[src/rtl/bbi2c_pkg.sv]
// Package: shared constants and types for the line-toggle register port.
// Assumes byte addressing and a single register per offset.
package bbi2c_pkg;
    localparam int NLINES   = 2;
    localparam int SCL_BIT  = 0;
    localparam int SDA_BIT  = 1;
    localparam int SET_OFS  = 'h0;
    localparam int CLR_OFS  = 'h4;
    localparam int STAT_OFS = 'h0;

    typedef enum logic [1:0] {
        WK_NONE = 2'd0,
        WK_SET  = 2'd1,
        WK_CLR  = 2'd2
    } wr_kind_e;
endpackage

[src/rtl/bbi2c_decode.sv]
// Module: decodes the byte address into the write action and the read selection.
// Assumes a full compare over all ADDR_W bits; every other offset is unused.
module bbi2c_decode
    import bbi2c_pkg::*;
#(
    parameter int ADDR_W = 12
) (
    input  logic [ADDR_W-1:0] addr,
    output wr_kind_e          wr_kind,
    output logic              rd_status
);
    localparam logic [ADDR_W-1:0] A_SET  = ADDR_W'(SET_OFS);
    localparam logic [ADDR_W-1:0] A_CLR  = ADDR_W'(CLR_OFS);
    localparam logic [ADDR_W-1:0] A_STAT = ADDR_W'(STAT_OFS);

    // Purpose: select the write action for the offset.
    always_comb begin
        if (addr == A_SET)      wr_kind = WK_SET;
        else if (addr == A_CLR) wr_kind = WK_CLR;
        else                    wr_kind = WK_NONE;
    end

    // Purpose: flag the only readable offset.
    always_comb rd_status = (addr == A_STAT);
endmodule

[src/rtl/bbi2c_outreg.sv]
// Module: holds the line output bits, updated by set and clear writes.
// Assumes at most one write per cycle; reset value releases both lines.
module bbi2c_outreg
    import bbi2c_pkg::*;
(
    input  logic              clk,
    input  logic              rst_n,
    input  logic              wr,
    input  wr_kind_e          wr_kind,
    input  logic [NLINES-1:0] wdata,
    output logic [NLINES-1:0] lines_q
);
    logic [NLINES-1:0] lines_d;

    // Purpose: compute the next output bits for the current write.
    always_comb begin
        lines_d = lines_q;
        if (wr) begin
            case (wr_kind)
                WK_SET:  lines_d = lines_q | wdata;
                WK_CLR:  lines_d = lines_q & ~wdata;
                default: lines_d = lines_q;
            endcase
        end
    end

    // Purpose: register the output bits; reset releases the bus.
    always_ff @(posedge clk) begin
        if (!rst_n) lines_q <= '1;
        else        lines_q <= lines_d;
    end

    AST_RESET_IDLE: assert property (@(posedge clk) !rst_n |=> lines_q == '1);
    AST_SET_BITS: assert property (@(posedge clk) disable iff (!rst_n)
        (wr && wr_kind == WK_SET) |=> ((lines_q & $past(wdata)) == $past(wdata)));
    AST_SET_KEEPS: assert property (@(posedge clk) disable iff (!rst_n)
        (wr && wr_kind == WK_SET) |=> ((lines_q & $past(lines_q)) == $past(lines_q)));
    AST_CLR_BITS: assert property (@(posedge clk) disable iff (!rst_n)
        (wr && wr_kind == WK_CLR) |=> ((lines_q & $past(wdata)) == '0));
    AST_CLR_KEEPS: assert property (@(posedge clk) disable iff (!rst_n)
        (wr && wr_kind == WK_CLR) |=> ((lines_q | $past(wdata)) == ($past(lines_q) | $past(wdata))));
    AST_BAD_WR_HOLD: assert property (@(posedge clk) disable iff (!rst_n)
        (!wr || wr_kind == WK_NONE) |=> $stable(lines_q));
endmodule

[src/rtl/bbi2c_sync.sv]
// Module: multi-stage synchronizer for an asynchronous input level.
// Assumes STAGES >= 2; all stages reset to RST_VAL.
module bbi2c_sync #(
    parameter int   STAGES  = 2,
    parameter logic RST_VAL = 1'b1
) (
    input  logic clk,
    input  logic rst_n,
    input  logic d_async,
    output logic q_sync
);
    logic [STAGES-1:0] chain;

    genvar g;
    generate
        for (g = 0; g < STAGES; g++) begin : g_stage
            if (g == 0) begin : g_first
                // Purpose: first capture of the asynchronous level.
                always_ff @(posedge clk) begin
                    if (!rst_n) chain[0] <= RST_VAL;
                    else        chain[0] <= d_async;
                end
            end else begin : g_next
                // Purpose: settle the level through a further stage.
                always_ff @(posedge clk) begin
                    if (!rst_n) chain[g] <= RST_VAL;
                    else        chain[g] <= chain[g-1];
                end
            end
        end
    endgenerate

    assign q_sync = chain[STAGES-1];
endmodule

[src/rtl/bbi2c_rdpath.sv]
// Module: latches the data-line level on writes and registers read data.
// Assumes sda_sync is already synchronized to clk.
module bbi2c_rdpath #(
    parameter int DATA_W = 32
) (
    input  logic              clk,
    input  logic              rst_n,
    input  logic              wr,
    input  logic              rd,
    input  logic              rd_status,
    input  logic              scl_bit,
    input  logic              sda_sync,
    output logic [DATA_W-1:0] rdata
);
    localparam int PAD_W = DATA_W - 2;

    logic sda_held;

    // Purpose: take a new data-line sample on every write strobe.
    always_ff @(posedge clk) begin
        if (!rst_n)  sda_held <= 1'b1;
        else if (wr) sda_held <= sda_sync;
    end

    // Purpose: register the read result on a read strobe, else hold it.
    always_ff @(posedge clk) begin
        if (!rst_n) rdata <= '0;
        else if (rd) begin
            if (rd_status) rdata <= {{PAD_W{1'b0}}, sda_held, scl_bit};
            else           rdata <= '1;
        end
    end

    AST_RESET_RDATA: assert property (@(posedge clk) !rst_n |=> rdata == '0);
    AST_STAT_UPPER_ZERO: assert property (@(posedge clk) disable iff (!rst_n)
        (rd && rd_status) |=> rdata[DATA_W-1:2] == '0);
    AST_STAT_SCL: assert property (@(posedge clk) disable iff (!rst_n)
        (rd && rd_status) |=> rdata[0] == $past(scl_bit));
    AST_BAD_RD_ONES: assert property (@(posedge clk) disable iff (!rst_n)
        (rd && !rd_status) |=> rdata == '1);
    AST_SDA_HOLD: assert property (@(posedge clk) disable iff (!rst_n)
        !wr |=> $stable(sda_held));
    AST_RDATA_HOLD: assert property (@(posedge clk) disable iff (!rst_n)
        !rd |=> $stable(rdata));
endmodule

[src/rtl/bbi2c_port.sv]
// Module: top of the line-toggle register port; software drives the clock and
// data lines through set/clear writes and reads back the clock bit and data level.
// Assumes single-cycle strobes, open-drain pads and an external pull-up on each line.
module bbi2c_port
    import bbi2c_pkg::*;
#(
    parameter int ADDR_W      = 12,
    parameter int DATA_W      = 32,
    parameter int SYNC_STAGES = 2
) (
    input  logic              clk,
    input  logic              rst_n,
    input  logic [ADDR_W-1:0] bus_addr,
    input  logic              bus_wr,
    input  logic              bus_rd,
    input  logic [NLINES-1:0] bus_wdata,
    output logic [DATA_W-1:0] bus_rdata,
    output logic              scl_pull_n,
    output logic              sda_pull_n,
    input  logic              sda_in
);
    wr_kind_e          wr_kind;
    logic              rd_status;
    logic [NLINES-1:0] lines_q;
    logic              sda_sync;

    bbi2c_decode #(.ADDR_W(ADDR_W)) u_decode (
        .addr      (bus_addr),
        .wr_kind   (wr_kind),
        .rd_status (rd_status)
    );

    bbi2c_outreg u_outreg (
        .clk     (clk),
        .rst_n   (rst_n),
        .wr      (bus_wr),
        .wr_kind (wr_kind),
        .wdata   (bus_wdata),
        .lines_q (lines_q)
    );

    bbi2c_sync #(.STAGES(SYNC_STAGES), .RST_VAL(1'b1)) u_sda_sync (
        .clk     (clk),
        .rst_n   (rst_n),
        .d_async (sda_in),
        .q_sync  (sda_sync)
    );

    bbi2c_rdpath #(.DATA_W(DATA_W)) u_rdpath (
        .clk       (clk),
        .rst_n     (rst_n),
        .wr        (bus_wr),
        .rd        (bus_rd),
        .rd_status (rd_status),
        .scl_bit   (lines_q[SCL_BIT]),
        .sda_sync  (sda_sync),
        .rdata     (bus_rdata)
    );

    // Purpose: a 0 bit enables the pull-down, a 1 bit releases the line.
    assign scl_pull_n = lines_q[SCL_BIT];
    assign sda_pull_n = lines_q[SDA_BIT];

    AST_PADS_RESET: assert property (@(posedge clk) !rst_n |=> (scl_pull_n && sda_pull_n));
    AST_PADS_QUIET: assert property (@(posedge clk) disable iff (!rst_n)
        !bus_wr |=> ($stable(scl_pull_n) && $stable(sda_pull_n)));
endmodule

[config.mk]
export PLATFORM = sky130hd
export DESIGN_NAME = bbi2c_port
export DESIGN_NICKNAME = d
export VERILOG_FILES = /design/src/rtl/bbi2c_pkg.sv /design/src/rtl/bbi2c_decode.sv /design/src/rtl/bbi2c_outreg.sv /design/src/rtl/bbi2c_sync.sv /design/src/rtl/bbi2c_rdpath.sv /design/src/rtl/bbi2c_port.sv
export SDC_FILE = /design/constraint.sdc
export NUM_CORES = 1
export LEC_CHECK = 0
export BUFFER_PORTS_ARGS = -buffer_cell sky130_fd_sc_hd__clkbuf_2
export CELL_PAD_IN_SITES_DETAIL_PLACEMENT = 0
export CELL_PAD_IN_SITES_GLOBAL_PLACEMENT = 1
export CORE_ASPECT_RATIO = 1.5
export CORE_MARGIN = 2
export CORE_UTILIZATION = 24
export DETAILED_ROUTE_END_ITERATION = 12
export MAX_ROUTING_LAYER = met4
export PLACE_DENSITY = 0.9
export RECOVER_POWER = 50
export SYNTH_ARGS = -nofsm -noshare
export SYNTH_HDL_FRONTEND = slang
export SYNTH_SLANG_ARGS = --single-unit
[constraint.sdc]
create_clock -name clk -period 3.2 [get_ports clk]
set_input_delay 0.64 -clock clk [delete_from_list [all_inputs] [get_ports clk]]
set_output_delay 0.64 -clock clk [all_outputs]
set_load 0.03 [all_outputs]
==> results.cfg, run 1 <==
[status]
outcome = finished clean

[detailed_routing]
dr.pass1.iters = 3
vias_per_cell = 4.17
drc = 0
wl_per_cell_um = 9.50
topRoutingLayerUsed = met3
ant_nets = 0
wl_met3_um = 159
dr_wl_met2_um = 546
wirelength_met1_um = 358
drt_wl_total_mm = 1.06
first_iter_violations = 2
via_count = 467

[synthesis]
syn_avg_cell_area_um2 = 8.64
synthXorXnorAreaFrac = 0
ys_seq_elements = 8
synth_top_area_frac = 0.400
synth.area.top_cells = buf_4 40%, dfxtp_1 29%, or4_4 4.1%
synth_top_family_by_area = buffers and inverters
synth.area.mux_share = 0.0368
synth_compound_area_frac = 0.0598
synthesis.area_um2 = 544
synth_cell_types = 16
yosysWarnings = 0
synthSimpleGateAreaFrac = 0.195
synth_nets = 82
synth-seq-area-share = 0.294
postSynthCellCount = 63
synthAdderAreaFrac = 0
post-synth-top-area-cell = buf_4

[placement]
portBuffers = 52
gp_congestion = 0.674
dp_slack_ns = 1.25
place_area_um2 = 616
dp.cells = 109
place_hpwl_um = 914

[timing]
finalSetupTns_ns = 0
finClkSkew_ns = 0.0000570
maxSlewHeadroom = 0.499
fin_crit_sh = 0.646
final-max-slew-violation-count = 0
period_minus_slack_ns = 2.07
rsz0062_at_grt = no
worstMarginPinSlew_ns = 0.750
setup_viol = 0
holdWs_ns = 0.414
postLayoutSetupSlackWorst_ns = 1.13
max_freq_mhz = 483
finalHoldViolations = 0

[layout]
drive_gt1_frac = 0.472
nNetsFinal = 110
finalInstanceArea_um2 = 611
area_growth_syn_to_layout_pct = 12.2
finalNonFillerCells = 112
antenna_cells = 0

[power_and_ir_drop]
power_density_mw_per_mm2 = 473
ir_worst_vdd_uv = 171
power.leakage_uw = 0.000313

[setup_path]
crit_buf_inv = 1
reg2reg_to = u_rdpath.rdata[30]$_SDFFE_PN0P_
r2r_slack_ns = 2.07
start_kind = register
cp.required_ns = 2.56
crit_slowest_cell = dfxtp_1
reg2reg_from = u_rdpath.rdata[30]$_SDFFE_PN0P_
end_kind = primary output
crit_chain = clkbuf_1
ff2ff_path_depth = 2
cp_top_family = flip-flops
cpPeakStageDelay_ns = 0.80
arrival_ns = 1.43
worstSetupPathType = reg2out
crit_fanout = 31

[cts]
cts_tree = built
clk_path_buf_depth = 2
root_buffer = clkbuf_4
post_cts_buffers = 0
cts.sink_count = 8
worst_skew_pair.late_latency_ns = 0.24
holdBufCountCts = 0
cts_buffers = 3
path_clk_slew_ns = 0.05
h-tree-depth = 1
cts.repair.resized = 0

[flow_run]
cap_violations = 0

[min_path]
min_from = u_sda_sync.chain[0]$_SDFF_PN1_
hp-class = reg2reg
whs_path_depth = 1
min_to = u_sda_sync.q_sync$_SDFF_PN1_

[die]
fp.dieArea_mm2 = 0.00267
placementRows = 21
io-pin-count = 53
start_util = 0.250
die_x_um = 42.9
die_h_um = 62.3
coreArea_mm2 = 0.00218

[global_routing]
overflow = 0
grt_pass1_wl_mm = 1.55
grt_max_degree = 32
antenna_found_initial = 0
grt_pass1_vias = 389
track_usage = 0.0781
==> Yosys cell counts <==
cell	count
nor2b_1	2
o21ai_0	3
nor4_1	2
and2_1	1
or3_1	1
nor4_2	1
buf_4	29
o211ai_1	1
nand2b_1	3
nand2_1	3
mux2i_1	2
or4_4	2
dfxtp_1	8
nor2_1	1
a21oi_1	2
inv_1	2
==> through the flow <==
step	total power, µW	util
final	289	0.280
after global routing	304	0.280
after CTS	297	0.293
after detailed placement	220	0.282
after global placement	218	0.282
after floorplan	215	-
==> cells in the final DEF (no fill, tap or decap) <==
cell / count
or4_1: 1
a21oi_1: 2
o211ai_1: 1
nor2b_1: 2
o21ai_0: 3
dfxtp_1: 8
mux2i_1: 2
nand2b_1: 3
clkbuf_2: 38
nand2_1: 3
nor4_1: 3
or4_4: 1
nor2_1: 1
or3_1: 1
inv_1: 2
clkbuf_1: 14
and2_1: 1
clkbuf_4: 3
==> cell families after synthesis <==
kind of cell	count (synthesis)
buf+inv	31
simple gates	16
flops	8
compound gates	6
mux	2
==> worst max-delay path by stage <==
stage	startpoint	end	slack (ns)	cells past startpoint
3_5_place_dp	bus_addr[9]	register	1.25	4
3_3_place_gp	bus_addr[7]	u_rdpath.rdata[1]$_SDFFE_PN0P_	1.31	4
4_1_cts	u_rdpath.rdata[30]$_SDFFE_PN0P_	bus_rdata[26]	1.13	1
2_1_floorplan	u_rdpath.rdata[30]$_SDFFE_PN0P_	bus_rdata[10]	1.32	1
5_1_grt	u_rdpath.rdata[30]$_SDFFE_PN0P_	bus_rdata[12]	1.03	1
6_report	u_rdpath.rdata[30]$_SDFFE_PN0P_	bus_rdata[16]	1.13	1
==> per-layer routing <==
metal | GRT usage | vias up
met5 | - | -
met4 | 0.0391 | 0
met3 | 0.0233 | 0
met2 | 0.144 | 40
met1 | 0.0676 | 196
li1 | - | 231
==> report_power, final <==
group	internal [µW]	switching (µW)	total, µW	leakage (µW)
sequential	104	6.69	111	0.0000663
combinational	27.3	74.9	102	0.000232
clock	42.8	32.7	75.5	0.0000138
total	174	114	289	0.000313
==> final cells by class <==
class                   instances  area, µm²
clock buffers                   3       22.5
fillers                       244       1570
inverters                       2       7.51
multi-input cells              24        149
flip-flops and latches          8        160
well taps                      23       28.8
repair buffers                 52        243
(Power assumes the default switching activity.)
==> run 2, diff against run 1 <==
--- a/config.mk
+++ b/config.mk
@@ -5,15 +5,16 @@
 export SDC_FILE = /design/constraint.sdc
 export NUM_CORES = 1
 export LEC_CHECK = 0
+export ABC_AREA = 1
 export BUFFER_PORTS_ARGS = -buffer_cell sky130_fd_sc_hd__clkbuf_2
 export CELL_PAD_IN_SITES_DETAIL_PLACEMENT = 0
 export CELL_PAD_IN_SITES_GLOBAL_PLACEMENT = 1
 export CORE_ASPECT_RATIO = 1.5
 export CORE_MARGIN = 2
-export CORE_UTILIZATION = 24
+export CORE_UTILIZATION = 23
 export DETAILED_ROUTE_END_ITERATION = 12
 export MAX_ROUTING_LAYER = met4
-export PLACE_DENSITY = 0.9
+export PLACE_DENSITY = 0.86
 export RECOVER_POWER = 50
 export SYNTH_ARGS = -nofsm -noshare
 export SYNTH_HDL_FRONTEND = slang
==> constraint.sdc (replaced) <==
create_clock -name clk -period 2 [get_ports clk]
set_input_delay 0.4 -clock clk [delete_from_list [all_inputs] [get_ports clk]]
set_output_delay 0.4 -clock clk [all_outputs]
set_load 0.03 [all_outputs]
==> results.cfg, run 2 <==
[detailed_routing]
drt_wl_total_mm = 1.04
ant_nets = 0
vias_per_cell = 4.11
drc = 0
via_count = 530
dr.pass1.iters = 4
first_iter_violations = 8
wl_per_cell_um = 8.06

[synthesis]
syn_avg_cell_area_um2 = 7.44
ys_seq_elements = 8
synthTopCellsByCount = 29 x buf_4, 8 x dfxtp_1, 8 x nand2_1, 8 x nor2_1, 6 x nand3_1
post-synth-top-area-cell = buf_4
async_flop_share = 0
yosysWarnings = 0
synth_cell_types = 16
synth_nets = 97
synth.most_common_cell = buf_4
synthFlopType = dfxtp_1
synth_top_area_frac = 0.375
postSynthCellCount = 78
synth.area.top_cells = buf_4 38%, dfxtp_1 28%, nand3_1 5.2%
synth-edff-count = 0
synth-seq-area-share = 0.276
synthesis.area_um2 = 581

[placement]
portBuffers = 52
dp.cells = 126
place_hpwl_um = 877
gp_congestion = 0.641

[die]
coreArea_mm2 = 0.00242
start_util = 0.240
fp.dieArea_mm2 = 0.00295
die_x_um = 45.0
io-pin-count = 53
placementRows = 22
die_h_um = 65.5

[timing]
fin_crit_sh = 0.827
finalSetupTns_ns = 0
finClkSkew_ns = 0.00252
rsz0062_at_grt = no
setup_viol = 0
period_minus_slack_ns = 1.65
max_freq_mhz = 604
worstMarginPinSlew_ns = 0.443
final-max-slew-violation-count = 0
maxSlewHeadroom = 0.704
finalHoldViolations = 0

[min_path]
min_to = u_sda_sync.chain[0]$_SDFF_PN1_
min_from = sda_in
whs_path_depth = 2
hp-class = in2reg

[setup_path]
ff2ff_path_depth = 3
cpPeakStageDelay_ns = 0.38
arrival_ns = 1.25
cp_top_family = buffers and inverters
crit_fanout = 30
crit_slowest_cell = clkbuf_2
crit_buf_inv = 2
worstSetupPathType = reg2out
reg2reg_to = u_rdpath.rdata[0]$_SDFFE_PN0P_
end_kind = primary output
crit_chain = clkbuf_2 > clkbuf_2
crit_top_cell = clkbuf_2
r2r_slack_ns = 1.32
cp.required_ns = 1.60
start_kind = register

[cts]
cts_tree = built
cts.sink_count = 8
path_clk_slew_ns = 0.05
cts_buffers = 3
root_buffer = clkbuf_4
holdBufCountCts = 0
post_cts_buffers = 0
cts.repair.resized = 0
clk_path_buf_depth = 2
h-tree-depth = 1
worst_skew_pair.late_latency_ns = 0.25

[layout]
nNetsFinal = 126
finalCoreUtilization = 0.274
antenna_cells = 0
finalNonFillerCells = 129
final_common_cell = clkbuf_2
most-common-layout-cells = 48 x clkbuf_2, 10 x nor2_1, 8 x nand2_1, 8 x dfxtp_1, 6 x nand3_1
area_growth_syn_to_layout_pct = 14.4
drive_gt1_frac = 0.524

[status]
outcome = finished clean

[flow_run]
cap_violations = 0

[global_routing]
grt_pass1_wl_mm = 1.54
overflow = 0
antenna_found_initial = 0
grt_max_degree = 31
grt_pass1_vias = 400
track_usage = 0.0750

[power_and_ir_drop]
power.leakage_uw = 0.000387
ir_worst_vdd_uv = 369
power_density_mw_per_mm2 = 711
run 2: cell type report:
class	count	area [µm²]
Fill cell	275	1760
Timing Repair Buffer	53	259
Multi-Input combinational cell	35	170
Sequential cell	8	160
Tap cell	24	30.0
Clock buffer	3	22.5
Inverter	6	22.5
run 2: how the worst max path moves through the flow:
stage / startpoint / end / slack, ns / depth (start not counted)
global placement: u_rdpath.rdata[30]$_SDFFE_PN0P_ / bus_rdata[10] / 0.81 / 2
floorplan: u_rdpath.rdata[30]$_SDFFE_PN0P_ / bus_rdata[10] / 0.36 / 1
finish: u_rdpath.rdata[30]$_SDFFE_PN0P_ / bus_rdata[18] / 0.35 / 2
detailed placement: u_rdpath.rdata[30]$_SDFFE_PN0P_ / bus_rdata[18] / 0.78 / 2
CTS: u_rdpath.rdata[30]$_SDFFE_PN0P_ / bus_rdata[18] / 0.50 / 2
global route: u_rdpath.rdata[30]$_SDFFE_PN0P_ / bus_rdata[13] / 0.23 / 2
run 2: where the power goes:
group / internal, µW / switching [µW] / total, µW
registers: 167 / 2.86 / 170
logic: 47.6 / 133 / 181
clock network: 68.6 / 53.4 / 122
run 2: cell families (layout without fill, tap and decap cells):
| group | count (synthesis) | in the layout | share of synthesized area |
|---|---|---|---|
| buffers and inverters | 35 | 62 | 0.414 |
| AND/OR/NAND/NOR | 33 | 33 | 0.293 |
| flip-flops | 8 | 8 | 0.276 |
| AO/OA/AOI/OAI | 2 | 2 | 0.0172 |
run 2: metal layers:
layer	routed length, µm	global-route usage
met1	413	0.0763
met2	435	0.111
met3	181	0.0412
met4	10	0.0441
met5	0	-
run 2: metrics by stage:
| step | total power (µW) | setup WS [ns] | area [µm²] | hold WS (ns) |
|---|---|---|---|---|
| CTS | 485 | 0.500 | 683 | 0.319 |
| detailed placement | 359 | 0.778 | 661 | 0.398 |
| floorplan | 349 | 0.360 | 581 | 0.386 |
| global route | 508 | 0.231 | 664 | 0.334 |
| finish | 473 | 0.345 | 664 | 0.328 |
| global placement | 358 | 0.807 | 661 | 0.389 |
